===== config.mk =====
export PLATFORM = sky130hd
export DESIGN_NAME = mmc_fe_top
export DESIGN_NICKNAME = d
export VERILOG_FILES = /design/src/rtl/mmc_fe_pkg.sv /design/src/rtl/mmc_fe_seq.sv /design/src/rtl/mmc_fe_irq.sv /design/src/rtl/mmc_fe_regs.sv /design/src/rtl/mmc_fe_top.sv
export SDC_FILE = /design/constraint.sdc
export NUM_CORES = 1
export LEC_CHECK = 0
export BUFFER_PORTS_ARGS = -buffer_cell sky130_fd_sc_hd__clkbuf_2
export CORE_ASPECT_RATIO = 0.9
export CORE_MARGIN = 3
export CORE_UTILIZATION = 40
export CTS_CLUSTER_SIZE = 12
export DETAILED_ROUTE_END_ITERATION = 6
export GPL_TIMING_DRIVEN = 0
export SETUP_SLACK_MARGIN = 0.5
export SYNTH_ARGS = -nofsm -noshare
export SYNTH_HDL_FRONTEND = slang
export SYNTH_SLANG_ARGS = --single-unit

===== constraint.sdc =====
create_clock -name clk -period 5.7 [get_ports clk]
set_clock_uncertainty 0.15 [all_clocks]
set_input_delay 1.425 -clock clk [delete_from_list [all_inputs] [get_ports clk]]
set_output_delay 1.425 -clock clk [all_outputs]
set_load 0.005 [all_outputs]

===== src/rtl/mmc_fe_pkg.sv =====
package mmc_fe_pkg;

    localparam int DATA_W = 32;
    localparam int NRESP  = 4;
    localparam int RESP_W = NRESP * DATA_W;
    localparam int NCAUSE = 4;

    localparam logic [5:0] OFF_STAT  = 6'h00;
    localparam logic [5:0] OFF_EN    = 6'h04;
    localparam logic [5:0] OFF_BASE  = 6'h08;
    localparam logic [5:0] OFF_CMD   = 6'h0C;
    localparam logic [5:0] OFF_ARG   = 6'h10;
    localparam logic [5:0] OFF_RESP0 = 6'h14;
    localparam logic [5:0] OFF_RESP1 = 6'h18;
    localparam logic [5:0] OFF_RESP2 = 6'h1C;
    localparam logic [5:0] OFF_RESP3 = 6'h20;
    localparam logic [5:0] OFF_LEN   = 6'h24;
    localparam logic [5:0] OFF_CNT   = 6'h28;
    localparam logic [5:0] OFF_STATE = 6'h2C;

    localparam int CS_CMD  = 0;
    localparam int CS_DATA = 1;
    localparam int CS_CHG  = 2;
    localparam int CS_TMO  = 3;

    typedef enum logic [1:0] {
        RK_NONE  = 2'd0,
        RK_SHORT = 2'd1,
        RK_LONG  = 2'd2,
        RK_OCR   = 2'd3
    } rsp_kind_e;

    typedef enum logic [1:0] {
        CC_BCAST    = 2'd0,
        CC_BCAST_R  = 2'd1,
        CC_ADDR     = 2'd2,
        CC_ADDR_DAT = 2'd3
    } cmd_class_e;

    typedef struct packed {
        logic       to_host;
        logic       rsv14;
        cmd_class_e cls;
        logic       wait_busy;
        logic       rsv10;
        rsp_kind_e  rsp;
        logic       rsv7;
        logic       open_drain;
        logic [5:0] opcode;
    } cmd_word_t;

    typedef enum logic [1:0] {
        SQ_IDLE = 2'd0,
        SQ_CMD  = 2'd1,
        SQ_DATA = 2'd2
    } seq_state_e;

    function automatic cmd_word_t pack_cmd(input logic [15:0] w);
        cmd_word_t c;
        c = cmd_word_t'(w);
        c.rsv7  = 1'b0;
        c.rsv10 = 1'b0;
        c.rsv14 = 1'b0;
        return c;
    endfunction

endpackage


===== src/rtl/mmc_fe_seq.sv =====
module mmc_fe_seq
    import mmc_fe_pkg::*;
#(
    parameter int BLK_W = 11
) (
    input  logic             clk,
    input  logic             rst,
    input  logic             cmd_wr,
    input  logic [15:0]      cmd_wdata,
    input  logic [BLK_W-1:0] blk_cnt,
    input  logic             eng_done,
    input  logic             eng_timeout,
    input  logic             data_done,
    output logic             eng_req,
    output cmd_word_t        cmd_q,
    output logic [NRESP-1:0] resp_we,
    output logic             ev_cmd,
    output logic             ev_tmo,
    output logic             ev_data
);

    seq_state_e       st;
    logic [BLK_W-1:0] blk_seen;
    logic             last_blk;

    assign last_blk = (blk_seen == blk_cnt);
    assign eng_req  = (st == SQ_CMD);
    assign ev_tmo   = (st == SQ_CMD) && eng_timeout;
    assign ev_cmd   = (st == SQ_CMD) && eng_done && !eng_timeout;
    assign ev_data  = (st == SQ_DATA) && data_done && last_blk;

    always_comb begin
        resp_we = '0;
        if (ev_cmd) begin
            unique case (cmd_q.rsp)
                RK_LONG:          resp_we = '1;
                RK_SHORT, RK_OCR: resp_we[0] = 1'b1;
                default:          resp_we = '0;
            endcase
        end
    end

    always_ff @(posedge clk) begin
        if (rst) begin
            st       <= SQ_IDLE;
            cmd_q    <= '0;
            blk_seen <= '0;
        end else begin
            unique case (st)
                SQ_IDLE: begin
                    if (cmd_wr) begin
                        cmd_q <= pack_cmd(cmd_wdata);
                        st    <= SQ_CMD;
                    end
                end
                SQ_CMD: begin
                    if (eng_timeout) begin
                        st <= SQ_IDLE;
                    end else if (eng_done) begin
                        blk_seen <= '0;
                        st <= (cmd_q.cls == CC_ADDR_DAT) ? SQ_DATA : SQ_IDLE;
                    end
                end
                SQ_DATA: begin
                    if (data_done) begin
                        if (last_blk) st <= SQ_IDLE;
                        else          blk_seen <= blk_seen + 1'b1;
                    end
                end
                default: st <= SQ_IDLE;
            endcase
        end
    end

endmodule


===== src/rtl/mmc_fe_irq.sv =====
module mmc_fe_irq
    import mmc_fe_pkg::*;
(
    input  logic              clk,
    input  logic              rst,
    input  logic [NCAUSE-1:0] ev,
    input  logic              clr_we,
    input  logic [NCAUSE-1:0] clr_mask,
    input  logic [NCAUSE-1:0] enable,
    output logic [NCAUSE-1:0] status,
    output logic              irq
);

    logic [NCAUSE-1:0] kill;

    assign kill = clr_we ? clr_mask : '0;
    assign irq  = |(status & enable);

    always_ff @(posedge clk) begin
        if (rst) status <= '0;
        else     status <= (status & ~kill) | ev;
    end

endmodule


===== src/rtl/mmc_fe_regs.sv =====
module mmc_fe_regs
    import mmc_fe_pkg::*;
#(
    parameter int BLK_W = 11
) (
    input  logic              clk,
    input  logic              rst,
    input  logic              req_valid,
    input  logic              req_write,
    input  logic [5:0]        req_addr,
    input  logic [DATA_W-1:0] req_wdata,
    input  logic [NCAUSE-1:0] status,
    input  cmd_word_t         cmd_q,
    input  logic [NRESP-1:0]  resp_we,
    input  logic [RESP_W-1:0] eng_resp,
    input  logic              card_present,
    input  logic              card_ro,
    output logic              rsp_valid,
    output logic [DATA_W-1:0] rsp_data,
    output logic              cmd_wr,
    output logic              clr_we,
    output logic [NCAUSE-1:0] clr_mask,
    output logic [NCAUSE-1:0] enable,
    output logic [DATA_W-1:0] arg_q,
    output logic [DATA_W-1:0] base_q,
    output logic [BLK_W-1:0]  len_q,
    output logic [BLK_W-1:0]  cnt_q,
    output logic              ev_chg
);

    logic              wr, rd;
    logic              pres_q, ro_q;
    logic [DATA_W-1:0] resp_q [NRESP];
    logic [DATA_W-1:0] rd_mux;

    assign wr       = req_valid && req_write;
    assign rd       = req_valid && !req_write;
    assign cmd_wr   = wr && (req_addr == OFF_CMD);
    assign clr_we   = wr && (req_addr == OFF_STAT);
    assign clr_mask = req_wdata[NCAUSE-1:0];
    assign ev_chg   = (card_present != pres_q);

    for (genvar g = 0; g < NRESP; g++) begin : g_resp
        always_ff @(posedge clk) begin
            if (rst)             resp_q[g] <= '0;
            else if (resp_we[g]) resp_q[g] <= eng_resp[g*DATA_W +: DATA_W];
        end
    end

    always_ff @(posedge clk) begin
        if (rst) begin
            enable <= '0;
            arg_q  <= '0;
            base_q <= '0;
            len_q  <= '0;
            cnt_q  <= '0;
            pres_q <= 1'b0;
            ro_q   <= 1'b0;
        end else begin
            pres_q <= card_present;
            ro_q   <= card_ro;
            if (wr) begin
                unique case (req_addr)
                    OFF_EN:   enable <= req_wdata[NCAUSE-1:0];
                    OFF_BASE: base_q <= req_wdata;
                    OFF_ARG:  arg_q  <= req_wdata;
                    OFF_LEN:  len_q  <= req_wdata[BLK_W-1:0];
                    OFF_CNT:  cnt_q  <= req_wdata[BLK_W-1:0];
                    default:  ;
                endcase
            end
        end
    end

    always_comb begin
        rd_mux = '0;
        unique case (req_addr)
            OFF_STAT:  rd_mux[NCAUSE-1:0] = status;
            OFF_EN:    rd_mux[NCAUSE-1:0] = enable;
            OFF_BASE:  rd_mux = base_q;
            OFF_CMD:   rd_mux[15:0] = cmd_q;
            OFF_ARG:   rd_mux = arg_q;
            OFF_RESP0: rd_mux = resp_q[0];
            OFF_RESP1: rd_mux = resp_q[1];
            OFF_RESP2: rd_mux = resp_q[2];
            OFF_RESP3: rd_mux = resp_q[3];
            OFF_LEN:   rd_mux[BLK_W-1:0] = len_q;
            OFF_CNT:   rd_mux[BLK_W-1:0] = cnt_q;
            OFF_STATE: rd_mux[1:0] = {ro_q, pres_q};
            default:   rd_mux = '0;
        endcase
    end

    always_ff @(posedge clk) begin
        if (rst) begin
            rsp_valid <= 1'b0;
            rsp_data  <= '0;
        end else begin
            rsp_valid <= rd;
            rsp_data  <= rd ? rd_mux : '0;
        end
    end

endmodule


===== src/rtl/mmc_fe_top.sv =====
module mmc_fe_top
    import mmc_fe_pkg::*;
#(
    parameter int BLK_W = 11
) (
    input  logic              clk,
    input  logic              rst,
    input  logic              req_valid,
    input  logic              req_write,
    input  logic [5:0]        req_addr,
    input  logic [DATA_W-1:0] req_wdata,
    output logic              req_ready,
    output logic              rsp_valid,
    output logic [DATA_W-1:0] rsp_data,
    output logic              eng_req,
    output logic [15:0]       eng_cmd,
    output logic [DATA_W-1:0] eng_arg,
    output logic [BLK_W-1:0]  eng_blk_len,
    output logic [DATA_W-1:0] eng_buf_base,
    input  logic              eng_done,
    input  logic              eng_timeout,
    input  logic [RESP_W-1:0] eng_resp,
    input  logic              data_done,
    input  logic              card_present,
    input  logic              card_ro,
    output logic              irq
);

    cmd_word_t         cmd_q;
    logic [NRESP-1:0]  resp_we;
    logic [NCAUSE-1:0] st_status, enable, clr_mask, ev;
    logic              cmd_wr, clr_we;
    logic              ev_cmd, ev_tmo, ev_data, ev_chg;
    logic [BLK_W-1:0]  cnt_q;

    assign req_ready = 1'b1;
    assign eng_cmd   = cmd_q;

    always_comb begin
        ev          = '0;
        ev[CS_CMD]  = ev_cmd;
        ev[CS_DATA] = ev_data;
        ev[CS_CHG]  = ev_chg;
        ev[CS_TMO]  = ev_tmo;
    end

    mmc_fe_regs #(.BLK_W(BLK_W)) u_regs (
        .clk(clk), .rst(rst),
        .req_valid(req_valid), .req_write(req_write),
        .req_addr(req_addr), .req_wdata(req_wdata),
        .status(st_status), .cmd_q(cmd_q),
        .resp_we(resp_we), .eng_resp(eng_resp),
        .card_present(card_present), .card_ro(card_ro),
        .rsp_valid(rsp_valid), .rsp_data(rsp_data),
        .cmd_wr(cmd_wr), .clr_we(clr_we), .clr_mask(clr_mask),
        .enable(enable), .arg_q(eng_arg), .base_q(eng_buf_base),
        .len_q(eng_blk_len), .cnt_q(cnt_q), .ev_chg(ev_chg)
    );

    mmc_fe_seq #(.BLK_W(BLK_W)) u_seq (
        .clk(clk), .rst(rst),
        .cmd_wr(cmd_wr), .cmd_wdata(req_wdata[15:0]), .blk_cnt(cnt_q),
        .eng_done(eng_done), .eng_timeout(eng_timeout), .data_done(data_done),
        .eng_req(eng_req), .cmd_q(cmd_q), .resp_we(resp_we),
        .ev_cmd(ev_cmd), .ev_tmo(ev_tmo), .ev_data(ev_data)
    );

    mmc_fe_irq u_irq (
        .clk(clk), .rst(rst),
        .ev(ev), .clr_we(clr_we), .clr_mask(clr_mask),
        .enable(enable), .status(st_status), .irq(irq)
    );

endmodule


; Yosys cells after proc, flatten, opt, wreduce, memory -nomap -nowiden
; Memory sizes are Yosys's and may differ from the RTL's.
; Index checks and enable logic that the tools add are counted.
[word_totals]
input_bits = 175
register_bits = 155
n_memories = 1
word_cells = 119
out_inout_bits = 127
ramBits = 128
[mem_list]
columns = name, words, width, rd, rd_ports_with_merged_regs, write_ports, line_no
row1 = u_regs.resp_q, 4, 32, 4, 0, 4, mmc_fe_regs.sv:33  ; logic [DATA_W-1:0] resp_q [NRESP];
[op_classes]
mux = 39
n_addsub = 1
n_eq_ne = 26
n_reduce_logical = 25
bitwise = 9
[ops]
columns = cell, n
row1 = $mux W32, 4
row2 = $pmux W16 S6, 1
row3 = $pmux W7 S9, 1
row4 = $mux W11, 4
row5 = $pmux W5 S7, 1
row6 = $eq A6 B5 Y1 const B, 4
row7 = $eq A6 B6 Y1 const B, 4
row8 = $pmux W2 S12, 1
row9 = $pmux W11 S2, 1
row10 = $pmux W2 S11, 1
row11 = $mux W1, 15
row12 = $eq A6 B4 Y1 const B, 2
row13 = $mux W2, 6
row14 = $reduce_and A2 Y1, 6
row15 = $add A11 B1 Y11 const B, 1
row16 = $eq A11 B11 Y1, 1
row17 = $logic_and A1 B1 Y1, 9
row18 = $and A4 B4 Y4, 2
row19 = $eq A2 B2 Y1 const B, 4
row20 = $mux W4, 2
row21 = $ne A2 B2 Y1 const B, 4
row22 = $eq A6 B3 Y1 const B, 1
row23 = $logic_not A6 Y1, 1
row24 = $pmux W2 S3, 1
row25 = 17 further kinds, 23

; Longest topological paths before layout
[depth]
word_depth = 8
mapped_depth = 8
mapped_depth_nobuf = 6

; Cells and area by module
; From an unflattened synthesis, not the netlist that was laid out.
[hier_totals]
hier_cells = 1104
area_unflattened_um2 = 11881.4
[by_module_without_submodules]
columns = mod, cells_each, n_inst, seq_area_each_um2, area_per_inst_um2
row1 = mmc_fe_regs, 907, 1, 6346.1, 10353.7
row2 = mmc_fe_seq, 176, 1, 520.5, 1352.5
row3 = mmc_fe_irq, 19, 1, 80.1, 163.9
row4 = mmc_fe_top, 2, 1, 0.0, 11.3

; Least setup slack after synthesis
; OpenSTA, ideal clock, no wires.
[synth_timing]
path_kind = in2reg
start = input rst
end = memory u_regs.resp_q[1][0], enable pin
arrival_ns = 4.200
required_time_ns = 5.079
path_slack_ns = 0.879
setup_time_ns = 0.471
n_path_buf = 2
stages = 3
path_cell_list = buf_2 -> clkbuf_1 -> nand2b_1
[synth_lines]
columns = item, line_no
row1 = "start, declared", mmc_fe_top.sv:7  ; input logic rst,
row2 = "end, declared", mmc_fe_regs.sv:33

; Worst setup path in the final report
[layout_timing]
start = input req_addr[5]
end = register u_regs.rsp_data[23]
[layout_via]
elab_chain_cells = 2
word_cells_on_any_way = 7
classes_between = eq/ne: 6 / mux: 1
[layout_lines]
columns = item, line_no
row1 = "start, declared", mmc_fe_top.sv:10  ; input logic [5:0] req_addr,
row2 = $eq A6 B6 Y1 (tied with other cells), mmc_fe_regs.sv:77  ; unique case (req_addr)
row3 = $pmux W16 S6 (*), mmc_fe_regs.sv:77
row4 = "end signal, assigned", mmc_fe_regs.sv:100  ; rsp_data <= rd ? rd_mux : '0;
row5 = "end, declared", mmc_fe_regs.sv:19  ; output logic [DATA_W-1:0] rsp_data,
; Every way passes the cells marked *; elsewhere a longest branch is shown, timed or not.
; A chain may end at the register's enable or synchronous reset.

==> run_results.csv <==
group,metric,value,unit
place,port_buffers,292,
global_route,grt_overflow,0,
drt,drt_iter0_markers,865,
critical_path,path_class,"in -> reg",
cts,cts.sinks,283,
synthesis,ys_types,61,
synthesis,synth_seq_cells,283,
final_layout,syn_to_final_growth,25.7,%
global_route,grt_max_degree,67,
timing,slew_headroom,13.1,%
pwr,p_sw,941,uW
critical_path,slowest_delay,750,ps
critical_path,rr_endpoint,"u_regs.resp_q[0][21]",
drt,drtPass1Iterations,5,
synthesis,synth_top_family_by_area,"simple AND/OR/NAND/NOR gates",
drt,drtAntennaViolNets,0,
timing,grt_setup_unrepaired,"no",
drt,num_vias,9888,
critical_path,cp_data_required_time,6030,ps
synthesis,yosysTopAreaCellShare,32.7,%
floorplan,fp-row-count,58,
cts,cts-root-buf,"clkbuf_16",
pwr,switching_share,21.9,%
drt,wirelength,40.3,mm
flow_run,max_cap_violations,0,
synthesis,ys_seq_area_share,59.0,%
critical_path,worstPathArrival,3900,ps
floorplan,io_pins,302,
pwr,p_seq_share,50.3,%
synthesis,synth_area,11800,um2
final_layout,seq_area,6950,um2
floorplan,core_area,28400,um2
final_layout,drive_above_1_share,26.2,%
hold_path,holdPathStages,2,
critical_path,critPathSlowestCell,"clkbuf_1",
run_status,status,"finished, final reports clean",
timing,tightestPinTransition,1290,ps
cts,cts_buffer_depth,3,
global_route,antenna_found_initial,5,
synthesis,avgSynthCellArea,10.5,um2
cts,htreeDepth,1,
hold_path,hold_path_class,"reg -> reg",
critical_path,path_cells,"buf_2 -> or4b_1 -> nor2_1 -> clkbuf_1 -> a22oi_1 -> a31oi_1",
critical_path,crit_path_end_kind,"flop",
drt,wire_per_inst,21.6,um
hold_path,min-delay-start,"u_regs.base_q[6]",
floorplan,die_area,31500,um2
pwr,peakVddDrop,0.231,mV
critical_path,path_buf_inv,2,
critical_path,worst-r2r-cell-count,5,
floorplan,die_x,187,um
cts,cts_setup_buffers,0,
timing,finalSetupViolCount,0,
critical_path,path_max_fanout,10,
hold_path,holdPathEnd,"u_regs.base_q[6]",
place,place_ws,1620,ps
timing,fin_crit_sh,62.6,%
synthesis,yosys_warnings,0,
synthesis,synth_xor_xnor_area_share,0.893,%
global_route,grt_pass1_vias,9722,
timing,holdWs,323,ps
synthesis,async_flop_share,0,%
final_layout,multi_input_area,4440,um2
timing,hold_violations,0,
critical_path,r2r-start,"u_seq.st[0]",
critical_path,start_kind,"primary input",
critical_path,path_delay_family,"simple AND/OR/NAND/NOR gates",
timing,finalSetupTns,0,ps
timing,setup_ws,2130,ps
floorplan,initial_core_util,41.4,%
pwr,pwr-share-clk,45.4,%
pwr,power_frac_comb,4.4,%
pwr,power_density,291,nW/um2
drt,vias_per_cell,5.29,
timing,layout_min_cycle_time,3570,ps
cts,cts_tree,"yes",
synthesis,synth-edff-count,128,
synthesis,yosysMostFrequentCell,"nand2_1",
cts,path_clk_slew,60,ps
critical_path,reg2reg_setup_slack,2510,ps
global_route,grt_pass1_wl,59.8,mm
cts,clk_latency,570,ps
final_layout,nFillCells,2721,
place,dpl.hpwl,30.3,mm
timing,fmax,0.280,GHz
place,gp_congestion,0.896,
synthesis,synth_compound_area_share,14.4,%
pwr,finalPower,4.30,mW
final_layout,nets,1626,
timing,maxSlewViolCount,0,
drt,drc_errors,0,
synthesis,synthSimpleGateAreaFrac,18.9,%
synthesis,synth_ff_type,"dfxtp_1",
synthesis,synthCells,1121,
synthesis,synth_adder_area_share,0.106,%
synthesis,yosys.area.top_type,"edfxtp_1",
synthesis,synth_area_leaders,"edfxtp_1 (33%), dfxtp_1 (26%), and2_1 (6.8%), nand2_1 (6.2%), a22oi_1 (5.7%)",
synthesis,synthTopCellsByCount,"nand2_1 (195), dfxtp_1 (155), and2_1 (128), edfxtp_1 (128), a21oi_1 (102)",
pwr,total_leakage_power,5.62,nW
global_route,grtUsageTotal,24.7,%
synthesis,synthMuxAreaShare,3.17,%
critical_path,cp_num_cells,6,
pwr,p_int,3.36,mW
cts,cts_resized,0,
cts,numCtsBuffers,31,
cts,cts_hold_buf,0,
floorplan,die_h,169,um
logic make-up (layout without fill, tap and decap cells):
family                     count (synthesis)  in the layout
AOI/OAI and AO/OA                        263            263
buffers and inverters                     91            443
adders and majority gates                  1              1
other                                      2              9
and+or+nand+nor                          437            437
DFF                                      283            283
muxes                                     32             32
xor gates and xnor gates                  12             12
cell usage in the layout (no fill, tap or decap), types with 5 or more instances in the layout:
cell / Yosys / final
edfxtp_1: 128 / 128
a22oi_1: 89 / 89
nor4_1: 6 / 6
xnor2_1: 11 / 11
nand2b_1: 7 / 6
nand4_1: 7 / 7
a31oi_1: 34 / 34
a21oi_1: 102 / 102
nand3_1: 7 / 7
and2_1: 128 / 128
dfxtp_1: 155 / 155
diode_2: 0 / 5
nor3_1: 6 / 6
a2bb2oi_1: 8 / 8
or3_1: 5 / 5
nor2_1: 39 / 39
clkbuf_16: 0 / 32
nand2_1: 195 / 195
clkbuf_2: 1 / 293
buf_2: 22 / 22
buf_4: 5 / 5
inv_1: 6 / 6
nor3_2: 5 / 5
o21ai_0: 5 / 5
clkbuf_1: 54 / 69
a221oi_1: 6 / 6
mux2i_1: 26 / 26
worst max path at each step:
stage,startpoint,end,slack (ps)
after floorplan,rst,u_regs.resp_q[1][0],880
after global placement,rst,u_regs.resp_q[1][16],-780
after detailed placement,req_addr[5],u_regs.arg_q[27],1620
after CTS,req_addr[5],u_regs.arg_q[27],2200
after global routing,req_addr[5],u_regs.rsp_data[25],2040
final,req_addr[5],u_regs.rsp_data[23],2130
worst min-delay path: stages (launching register included):
cell     delay [ps]
dfxtp_1         320
nand2_1          50
a21oi_1          50
final cells by class:
cell class / count / share of cell area [%]
clock inverters: 7 / 0.533
inverters: 6 / 0.152
multi-input cells: 749 / 30.0
diodes: 5 / 0.0846
clock buffers: 51 / 6.17
plain buffers: 85 / 2.58
repair buffers: 294 / 10.2
well taps: 390 / 3.30
flip-flops and latches: 283 / 47.0
stage by stage:
step                cell area (um2)  utilization (%)  std cells
finish                        14800             52.0       1870
global route                  14800             52.0       1870
CTS                           14800             52.0       1865
detailed placement            13800             48.5       1807
global placement              13700             48.2       1805
floorplan                     11800                -       1123
power by group through the flow:
| stage | Clock (mW) | Sequential [mW] | Combinational (mW) |
|---|---|---|---|
| after floorplan | 0 | 2.21 | 0.0681 |
| after global placement | 0 | 2.21 | 0.180 |
| after detailed placement | 0 | 2.21 | 0.186 |
| after CTS | 1.98 | 2.16 | 0.187 |
| after global routing | 2.05 | 2.16 | 0.201 |
| final | 1.95 | 2.16 | 0.187 |
registers in the layout (all words and copies together), names as in the netlist:
| name | count |
|---|---|
| u_seq.st | 2 |
| u_regs.arg_q | 32 |
| u_seq.blk_seen | 11 |
| u_regs.len_q | 11 |
| u_regs.rsp_valid | 1 |
| u_regs.rsp_data | 32 |
| u_irq.status | 4 |
| u_regs.base_q | 32 |
| u_regs.enable | 4 |
| u_seq.cmd_q | 13 |
| u_regs.resp_q | 128 |
| u_regs.pres_q | 1 |
| u_regs.ro_q | 1 |
| u_regs.cnt_q | 11 |
routing by layer:
layer	routed length (um)	part of all wire, %	global-route usage, %	vias to the layer above
met1	17200	43	33.8	4711
met4	991	2.5	6.90	0
met5	0	0	0	-
met3	3250	8.0	4.43	63
met2	18900	47	40.8	440
li1	-	-	-	4674
No activity file was read; power rests on OpenSTA's default activity.
